--- config.mk ---
export PLATFORM = sky130hd
export DESIGN_NAME = nines_comp_gate
export DESIGN_NICKNAME = d
export VERILOG_FILES = /design/src/rtl/ncg_pkg.sv /design/src/rtl/ncg_mode_dec.sv /design/src/rtl/ncg_cmp_core.sv /design/src/rtl/ncg_out_stage.sv /design/src/rtl/nines_comp_gate.sv
export SDC_FILE = /design/constraint.sdc
export NUM_CORES = 1
export LEC_CHECK = 0
export ABC_AREA = 1
export BUFFER_PORTS_ARGS = -buffer_cell sky130_fd_sc_hd__buf_2
export CAP_MARGIN = 10
export CORE_AREA = 2 2 39 41
export CTS_CLUSTER_SIZE = 8
export DETAILED_ROUTE_END_ITERATION = 7
export DIE_AREA = 0 0 41 43
export PLACE_DENSITY = 0.39
export SLEW_MARGIN = 20
export SYNTH_ARGS = -nofsm -noshare
export SYNTH_HDL_FRONTEND = slang
export SYNTH_SLANG_ARGS = --single-unit
--- constraint.sdc ---
create_clock -name clk -period 0.8 [get_ports clk]
set_input_delay 0.08 -clock clk [delete_from_list [all_inputs] [get_ports clk]]
set_output_delay 0.08 -clock clk [all_outputs]
set_load 0.005 [all_outputs]
--- src/rtl/ncg_pkg.sv ---
package ncg_pkg;
  localparam int DIGIT_W = 4;

  typedef logic [DIGIT_W-1:0] digit_t;

  typedef enum logic [1:0] {
    MODE_PASS = 2'd0,
    MODE_CMP  = 2'd1,
    MODE_ZERO = 2'd2
  } ncg_mode_e;
endpackage

--- src/rtl/ncg_mode_dec.sv ---
module ncg_mode_dec
  import ncg_pkg::*;
(
  input  logic      cmp_req,
  input  logic      cmp_inhibit,
  input  logic      force_zero,
  output ncg_mode_e mode
);
  // Priority: zero override, then gated complement, else pass-through.
  always_comb begin
    if (force_zero)
      mode = MODE_ZERO;
    else if (cmp_req && !cmp_inhibit)
      mode = MODE_CMP;
    else
      mode = MODE_PASS;
  end
endmodule

--- src/rtl/ncg_cmp_core.sv ---
module ncg_cmp_core
  import ncg_pkg::*;
(
  input  digit_t    d,
  input  ncg_mode_e mode,
  output digit_t    y
);
  digit_t cmp_val;

  // Four bit equations; they also define results for codes 10..15.
  always_comb begin
    cmp_val[0] = ~d[0];
    cmp_val[1] =  d[1];
    cmp_val[2] =  d[1] ^ d[2];
    cmp_val[3] = ~(d[1] | d[2] | d[3]);
  end

  always_comb begin
    unique case (mode)
      MODE_CMP:  y = cmp_val;
      MODE_ZERO: y = '0;
      default:   y = d;
    endcase
  end
endmodule

--- src/rtl/ncg_out_stage.sv ---
module ncg_out_stage
  import ncg_pkg::*;
#(
  parameter bit REGISTERED = 1'b1
) (
  input  logic   clk,
  input  logic   rst_n,
  input  digit_t d_next,
  output digit_t q
);
  generate
    if (REGISTERED) begin : g_reg
      digit_t q_r;
      always_ff @(posedge clk or negedge rst_n) begin
        if (!rst_n)
          q_r <= '0;
        else
          q_r <= d_next;
      end
      assign q = q_r;
    end else begin : g_comb
      logic unused_clk;
      assign unused_clk = clk ^ rst_n;
      assign q = d_next;
    end
  endgenerate
endmodule

--- src/rtl/nines_comp_gate.sv ---
module nines_comp_gate
  import ncg_pkg::*;
#(
  parameter bit REGISTERED = 1'b1
) (
  input  logic       clk,
  input  logic       rst_n,
  input  logic [3:0] digit_in,
  input  logic       cmp_req,
  input  logic       cmp_inhibit,
  input  logic       force_zero,
  output logic [3:0] digit_out
);
  ncg_mode_e mode;
  digit_t    result;

  ncg_mode_dec u_dec (
    .cmp_req    (cmp_req),
    .cmp_inhibit(cmp_inhibit),
    .force_zero (force_zero),
    .mode       (mode)
  );

  ncg_cmp_core u_core (
    .d   (digit_in),
    .mode(mode),
    .y   (result)
  );

  ncg_out_stage #(.REGISTERED(REGISTERED)) u_out (
    .clk   (clk),
    .rst_n (rst_n),
    .d_next(result),
    .q     (digit_out)
  );

  logic in_cmp;
  assign in_cmp = cmp_req && !cmp_inhibit && !force_zero;

  generate
    if (REGISTERED) begin : g_chk_reg
      AST_ZERO_WINS: assert property (@(posedge clk) disable iff (!rst_n)
        force_zero |=> digit_out == 4'd0);
      AST_PASS_NO_REQ: assert property (@(posedge clk) disable iff (!rst_n)
        (!cmp_req && !force_zero) |=> digit_out == $past(digit_in));
      AST_PASS_INHIBITED: assert property (@(posedge clk) disable iff (!rst_n)
        (cmp_req && cmp_inhibit && !force_zero) |=> digit_out == $past(digit_in));
      AST_CMP_SUM_NINE: assert property (@(posedge clk) disable iff (!rst_n)
        (in_cmp && digit_in <= 4'd9) |=> (digit_out + $past(digit_in)) == 4'd9);
      AST_CMP_BIT0_FLIP: assert property (@(posedge clk) disable iff (!rst_n)
        in_cmp |=> digit_out[0] != $past(digit_in[0]));
      AST_ILLEGAL_MAP: assert property (@(posedge clk) disable iff (!rst_n)
        (in_cmp && digit_in >= 4'd10) |=> (digit_out + $past(digit_in)) == 5'd17);
    end else begin : g_chk_comb
      AST_ZERO_WINS: assert property (@(posedge clk) disable iff (!rst_n)
        force_zero |-> digit_out == 4'd0);
      AST_PASS_NO_REQ: assert property (@(posedge clk) disable iff (!rst_n)
        (!cmp_req && !force_zero) |-> digit_out == digit_in);
      AST_PASS_INHIBITED: assert property (@(posedge clk) disable iff (!rst_n)
        (cmp_req && cmp_inhibit && !force_zero) |-> digit_out == digit_in);
      AST_CMP_SUM_NINE: assert property (@(posedge clk) disable iff (!rst_n)
        (in_cmp && digit_in <= 4'd9) |-> (digit_out + digit_in) == 4'd9);
      AST_CMP_BIT0_FLIP: assert property (@(posedge clk) disable iff (!rst_n)
        in_cmp |-> digit_out[0] != digit_in[0]);
      AST_ILLEGAL_MAP: assert property (@(posedge clk) disable iff (!rst_n)
        (in_cmp && digit_in >= 4'd10) |-> (digit_out + digit_in) == 5'd17);
    end
  endgenerate
endmodule

==> results of run 1 <==
-- metrics by stage --
step                hold WS (ps)  total power [mW]
finish                      23.2             0.545
global route                27.1             0.576
CTS                         14.7             0.563
detailed placement          -110             0.302
global placement            -112             0.302
floorplan                   -216             0.256
-- cell type report --
cell class / count / area [um2]
Multi-Input combinational cell: 14 / 78.8
Inverter: 7 / 26.3
Sequential cell: 4 / 100
Tap cell: 16 / 20.0
Clock buffer: 3 / 22.5
Fill cell: 160 / 1070
Timing Repair Buffer: 13 / 70.1
-- power groups by stage --
| stage | Clock [mW] | Combinational (mW) | Sequential [mW] |
|---|---|---|---|
| finish | 0.243 | 0.0831 | 0.218 |
| global route | 0.259 | 0.0976 | 0.219 |
| CTS | 0.259 | 0.0849 | 0.218 |
| detailed placement | 0 | 0.0813 | 0.221 |
| global placement | 0 | 0.0814 | 0.221 |
| floorplan | 0 | 0.0325 | 0.224 |
-- layout by cell type, fill, tap and decap left out --
| cell | synthesis | routed |
|---|---|---|
| buf_2 | 0 | 12 |
| nand2_2 | 1 | 1 |
| ha_1 | 1 | 1 |
| nor2_4 | 1 | 1 |
| inv_2 | 2 | 2 |
| clkbuf_4 | 0 | 3 |
| dfrtp_1 | 4 | 4 |
| nand2_1 | 3 | 3 |
| inv_1 | 5 | 5 |
| nor2_1 | 2 | 2 |
| nand3_1 | 6 | 6 |
| dlygate4sd3_1 | 0 | 1 |
-- final timing paths --
kind | depth (start not counted) | slack (ps) | to | startpoint
worst max-delay path | 1 | 20 | digit_out[1] | u_out.q[1]$_DFF_PN0_
worst min-delay path | 2 | 20 | u_out.q[1]$_DFF_PN0_ | force_zero
max in group asynchronous | 2 | 500 | u_out.q[0]$_DFF_PN0_ | rst_n
min in group asynchronous | 2 | 180 | u_out.q[2]$_DFF_PN0_ | rst_n
-- logic make-up (layout without fill, tap and decap cells) --
kind of cell / Yosys count / after routing / synth area share (%)
simple gates: 13 / 13 / 32.3
buf+inv: 7 / 23 / 12.8
flops: 4 / 4 / 48.8
fa+ha+maj: 1 / 1 / 6.10
-- layer usage --
metal | GRT usage [%] | wire [um]
met5 | 0 | 0
met4 | 8.00 | 0
met3 | 1.57 | 50
met2 | 7.50 | 181
met1 | 5.81 | 183
-- timing repair --
action | CTS | global route
setup endpoints to repair | 0 | 3
gates resized for setup | 0 | 0
hold buffers | 1 | 0
endpoints found under the hold margin | 4 | 0
==> run summary, run 1 <==
first-pass GRT wire length: 634 um
clock slew at reported path FFs: 40 ps
setup TNS: 0 ps
Final setup viols: 0
GRT Overall Usage: 5.73%
status: completed
global placement routability congestion: 0.720
largest area contributor in the netlist: dfrtp_1
minimum clock period: 780 ps
Iteration-0 DRC Markers: 2
Power Density: 1710 mW/mm2
Post-synth EDFFs: 0
Final WS setup: 20.4 ps
Worst slew margin: 93.7%
Syn Inst Count: 25
share of the synthesized area in the top cell type: 48.8%
Area Growth Syn to Fin: 54.9%
main area contributors after synthesis: dfrtp_1 (49%), nand3_1 (15%), inv_1 (9.1%), ha_1 (6.1%), nand2_1 (5.5%)
Leak: 0.195 nW
highest ir drop seen on vdd: 277 uV
DR pass1 iterations: 2
combinational power share: 15.2%
Synth async-reset ratio: 100%
die area: 0.00176 mm2
# placed instances: 53
post-layout instance area: 318 um2
Slew Limit Fails: 0
slowest cell on the critical path: dfrtp_1
internal power: 0.423 mW
CP top delay family: flip-flops
Vias: 211
die span in x: 41 um
WP data required: 720 ps
antenna-violating nets left: 0
worst hold path class: primary input to register
main flop type after synthesis: dfrtp_1
Max Fclk: 1280 MHz
Final Hold Vio Count: 0
CP Capture Type: output pin
Buf+Inv Stages, Crit Path: 1
initial antenna violation count: 0
residual DRC count: 0
IO Port Bufs: 12
worst-margin pin slew: 93.7 ps
RSZ-0062 raised after global routing: yes
depth of the CTS H-tree: 1
vias per cell: 3.70
mapped cell area: 205 um2
crit path max fanout: 1
Setup Crit Path Kind: register to output pin
#FFs+latches synth: 4
period utilization: 97.5%
CTS Root Cell: clkbuf_4
Max stage delay on crit path: 350 ps
largest net degree at the start of global routing: 7
Syn. warnings: 0
number of global-route vias before repair: 178
Net Sw Frac: 22.3%
clock share of power: 44.7%
Synth Net Count: 35
Max Root-Sink Buffers: 2
Seq pwr share: 40.1%
placed cell areas: 285 um2
Util after Layout: 23.0%
Max-Cap Viols: 0
initial core utilization: 14.8%
CORE AREA: 0.00138 mm2
die height: 43 um
DRT Wirelength: 414 um
IO Pins: 13
max FFs per register: 4
CTS Sinks: 4
grt ovf: 0
Ant. Diodes: 0
Commonest cells post-synth: nand3_1 (6), inv_1 (5), dfrtp_1 (4)
post-DR wirelength/cell: 7.26 um
post-synthesis sequential area ratio: 48.8%
Avg Synthesized Cell Area: 8.21 um2
layout cell share with drive strength beyond 1: 46.3%
count of cell types in the netlist: 9
Worst Setup Start Kind: register
Worst EP arrival: 700 ps
Psw: 0.122 mW
CTS tree: yes
setup slack after placement: 59.2 ps
final std cells w/o fill: 57
buffer count from post-CTS setup fixing: 0
crit-path cells: buf_2
Rows: 14
dpl hpwl: 356 um
cts bufs inserted: 3
Final nets: 53
count leader, synth: nand3_1
No activity file was read; power rests on OpenSTA's default activity.
==> run 2, diff against run 1 <==
--- a/config.mk
+++ b/config.mk
@@ -13,6 +13,8 @@
 export DETAILED_ROUTE_END_ITERATION = 7
 export DIE_AREA = 0 0 41 43
 export PLACE_DENSITY = 0.39
+export RECOVER_POWER = 50
+export REMOVE_ABC_BUFFERS = 1
 export SLEW_MARGIN = 20
 export SYNTH_ARGS = -nofsm -noshare
 export SYNTH_HDL_FRONTEND = slang
==> run 2 against run 1 <==
Effect of this change: fmax barely moved; highest routed layer unchanged; critical path depth did not move; utilization fell by 0.27 points; via count did not move; critical path type unchanged; wire length fell by 0.24%.
==> run summary, run 2 (same netlist as run 1, synthesis figures left out) <==
status: completed
slowest cell on the critical path: dfrtp_1
# placed instances: 53 (unchanged)
Worst slew margin: 86.1% (-7.6 points)
post_cts resized: 0 (unchanged)
Worst Setup Start Kind: register
crit path max fanout: 1 (unchanged)
die area: 0.00176 mm2 (unchanged)
worst-margin pin slew: 208 ps (+115 ps)
Final Hold Vio Count: 0 (unchanged)
IO Port Bufs: 12 (unchanged)
CTS Sinks: 4 (unchanged)
largest net degree at the start of global routing: 7 (unchanged)
Max-Cap Viols: 0 (unchanged)
IO Pins: 13 (unchanged)
depth of the CTS H-tree: 1 (unchanged)
minimum clock period: 780 ps (-0.0108 ps)
antenna-violating nets left: 0 (unchanged)
final std cells w/o fill: 57 (unchanged)
Tot Pwr: 0.543 mW (-0.39%)
setup slack after placement: 59.2 ps (unchanged)
first-pass GRT wire length: 634 um (unchanged)
number of global-route vias before repair: 178 (unchanged)
die span in x: 41 um (unchanged)
register area: 100 um2 (unchanged)
Max Root-Sink Buffers: 2 (unchanged)
die height: 43 um (unchanged)
GRT Overall Usage: 5.73% (unchanged)
clock slew at reported path FFs: 40 ps (about the same)
Vias: 211 (unchanged)
Layout fillers: 162 (+1.3%)
Ant. Diodes: 0 (unchanged)
highest ir drop seen on vdd: 276 uV (-0.26%)
grt ovf: 0 (unchanged)
Max Fclk: 1280 MHz (about the same)
post-layout instance area: 314 um2 (-1.2%)
CORE AREA: 0.00138 mm2 (unchanged)
layout cell share with drive strength beyond 1: 41.5% (-4.9 points)
Area Growth Syn to Fin: 53.0%
Slew Limit Fails: 0 (unchanged)
initial core utilization: 14.8% (unchanged)
Max stage delay on crit path: 350 ps (about the same)
Final nets: 53 (unchanged)
RSZ-0062 raised after global routing: yes
Leak: 0.192 nW (-1.6%)
area occupied by multi-input gates: 76.3 um2 (-3.2%)
smallest hold slack: 23.2 ps (unchanged)
Iteration-0 DRC Markers: 2 (unchanged)
vias per cell: 3.70 (unchanged)
period utilization: 97.4% (about the same)
dpl hpwl: 356 um (unchanged)
Setup Crit Path Kind: register to output pin
initial antenna violation count: 0 (unchanged)
Worst EP arrival: 700 ps (about the same)
crit-path cells: buf_2
cts bufs inserted: 3 (unchanged)
most frequent cells in the layout: buf_2 (11), nand3_1 (6), inv_1 (5), nand2_1 (4), dfrtp_1 (4)
Rows: 14 (unchanged)
CP top delay family: flip-flops
Buf+Inv Stages, Crit Path: 1 (unchanged)
DR pass1 iterations: 2 (unchanged)
post-DR wirelength/cell: 7.25 um (-0.24%)
WP data required: 720 ps (about the same)
CTS tree: yes
max FFs per register: 4 (unchanged)
Power Density: 1730 mW/mm2 (+0.80%)
CP Capture Type: output pin
most common cell after layout, fill and taps aside: buf_2
Final setup viols: 0 (unchanged)
Final WS setup: 20.4 ps (+0.0108 ps)
DRT Wirelength: 413 um (-0.24%)
global placement routability congestion: 0.720 (unchanged)
residual DRC count: 0 (unchanged)
CTS Root Cell: clkbuf_4
worst hold path class: primary input to register
placed cell areas: 285 um2 (unchanged)
run 2: cell types whose count changed in the layout (fill, tap and decap cells not counted), sizes merged:
cell,before,now
clkbuf,3,4
buf,12,11
run 2: what timing repair did:
item                       CTS  global route
setup endpoints to repair    0             3
hold endpoints to repair     4             0
buffers inserted             0             0
hold buffers                 1             0
run 2: power by group:
| part | internal [mW] | total [mW] | switching, mW |
|---|---|---|---|
| Clock | 0.167 | 0.243 | 0.0761 |
| Combinational | 0.0387 | 0.0809 | 0.0423 |
| Sequential | 0.216 | 0.218 | 0.00237 |
| Total | 0.422 | 0.543 | 0.121 |
run 2: worst paths after layout:
check	start	to	slack, ps	cells after the start
worst max-delay path	u_out.q[1]$_DFF_PN0_	digit_out[1]	20	1
worst min-delay path	force_zero	u_out.q[1]$_DFF_PN0_	20	2
max in group asynchronous	rst_n	u_out.q[0]$_DFF_PN0_	420	2
min in group asynchronous	rst_n	u_out.q[2]$_DFF_PN0_	200	2
run 2: layer usage:
layer	up-vias	GRT usage, %	wire length, um
li1	108	-	-
met1	93	5.81	182
met2	10	7.50	181
met3	0	1.57	50
met4	0	8.00	0
met5	-	0	0
run 2: final cells by class:
| class | instances | share of cell area (%) |
|---|---|---|
| inverters | 7 | 8.37 |
| clock buffers | 3 | 7.17 |
| flip-flops and latches | 4 | 31.9 |
| repair buffers | 13 | 21.9 |
| multi-input cells | 14 | 24.3 |
| well taps | 16 | 6.37 |
run 2: through the flow:
step	util [%]	TNS (ps)
2_1_floorplan	-	0
3_3_place_gp	20.6	0
3_5_place_dp	20.6	0
4_1_cts	23.0	0
5_1_grt	22.7	-6.65
6_report	22.7	0
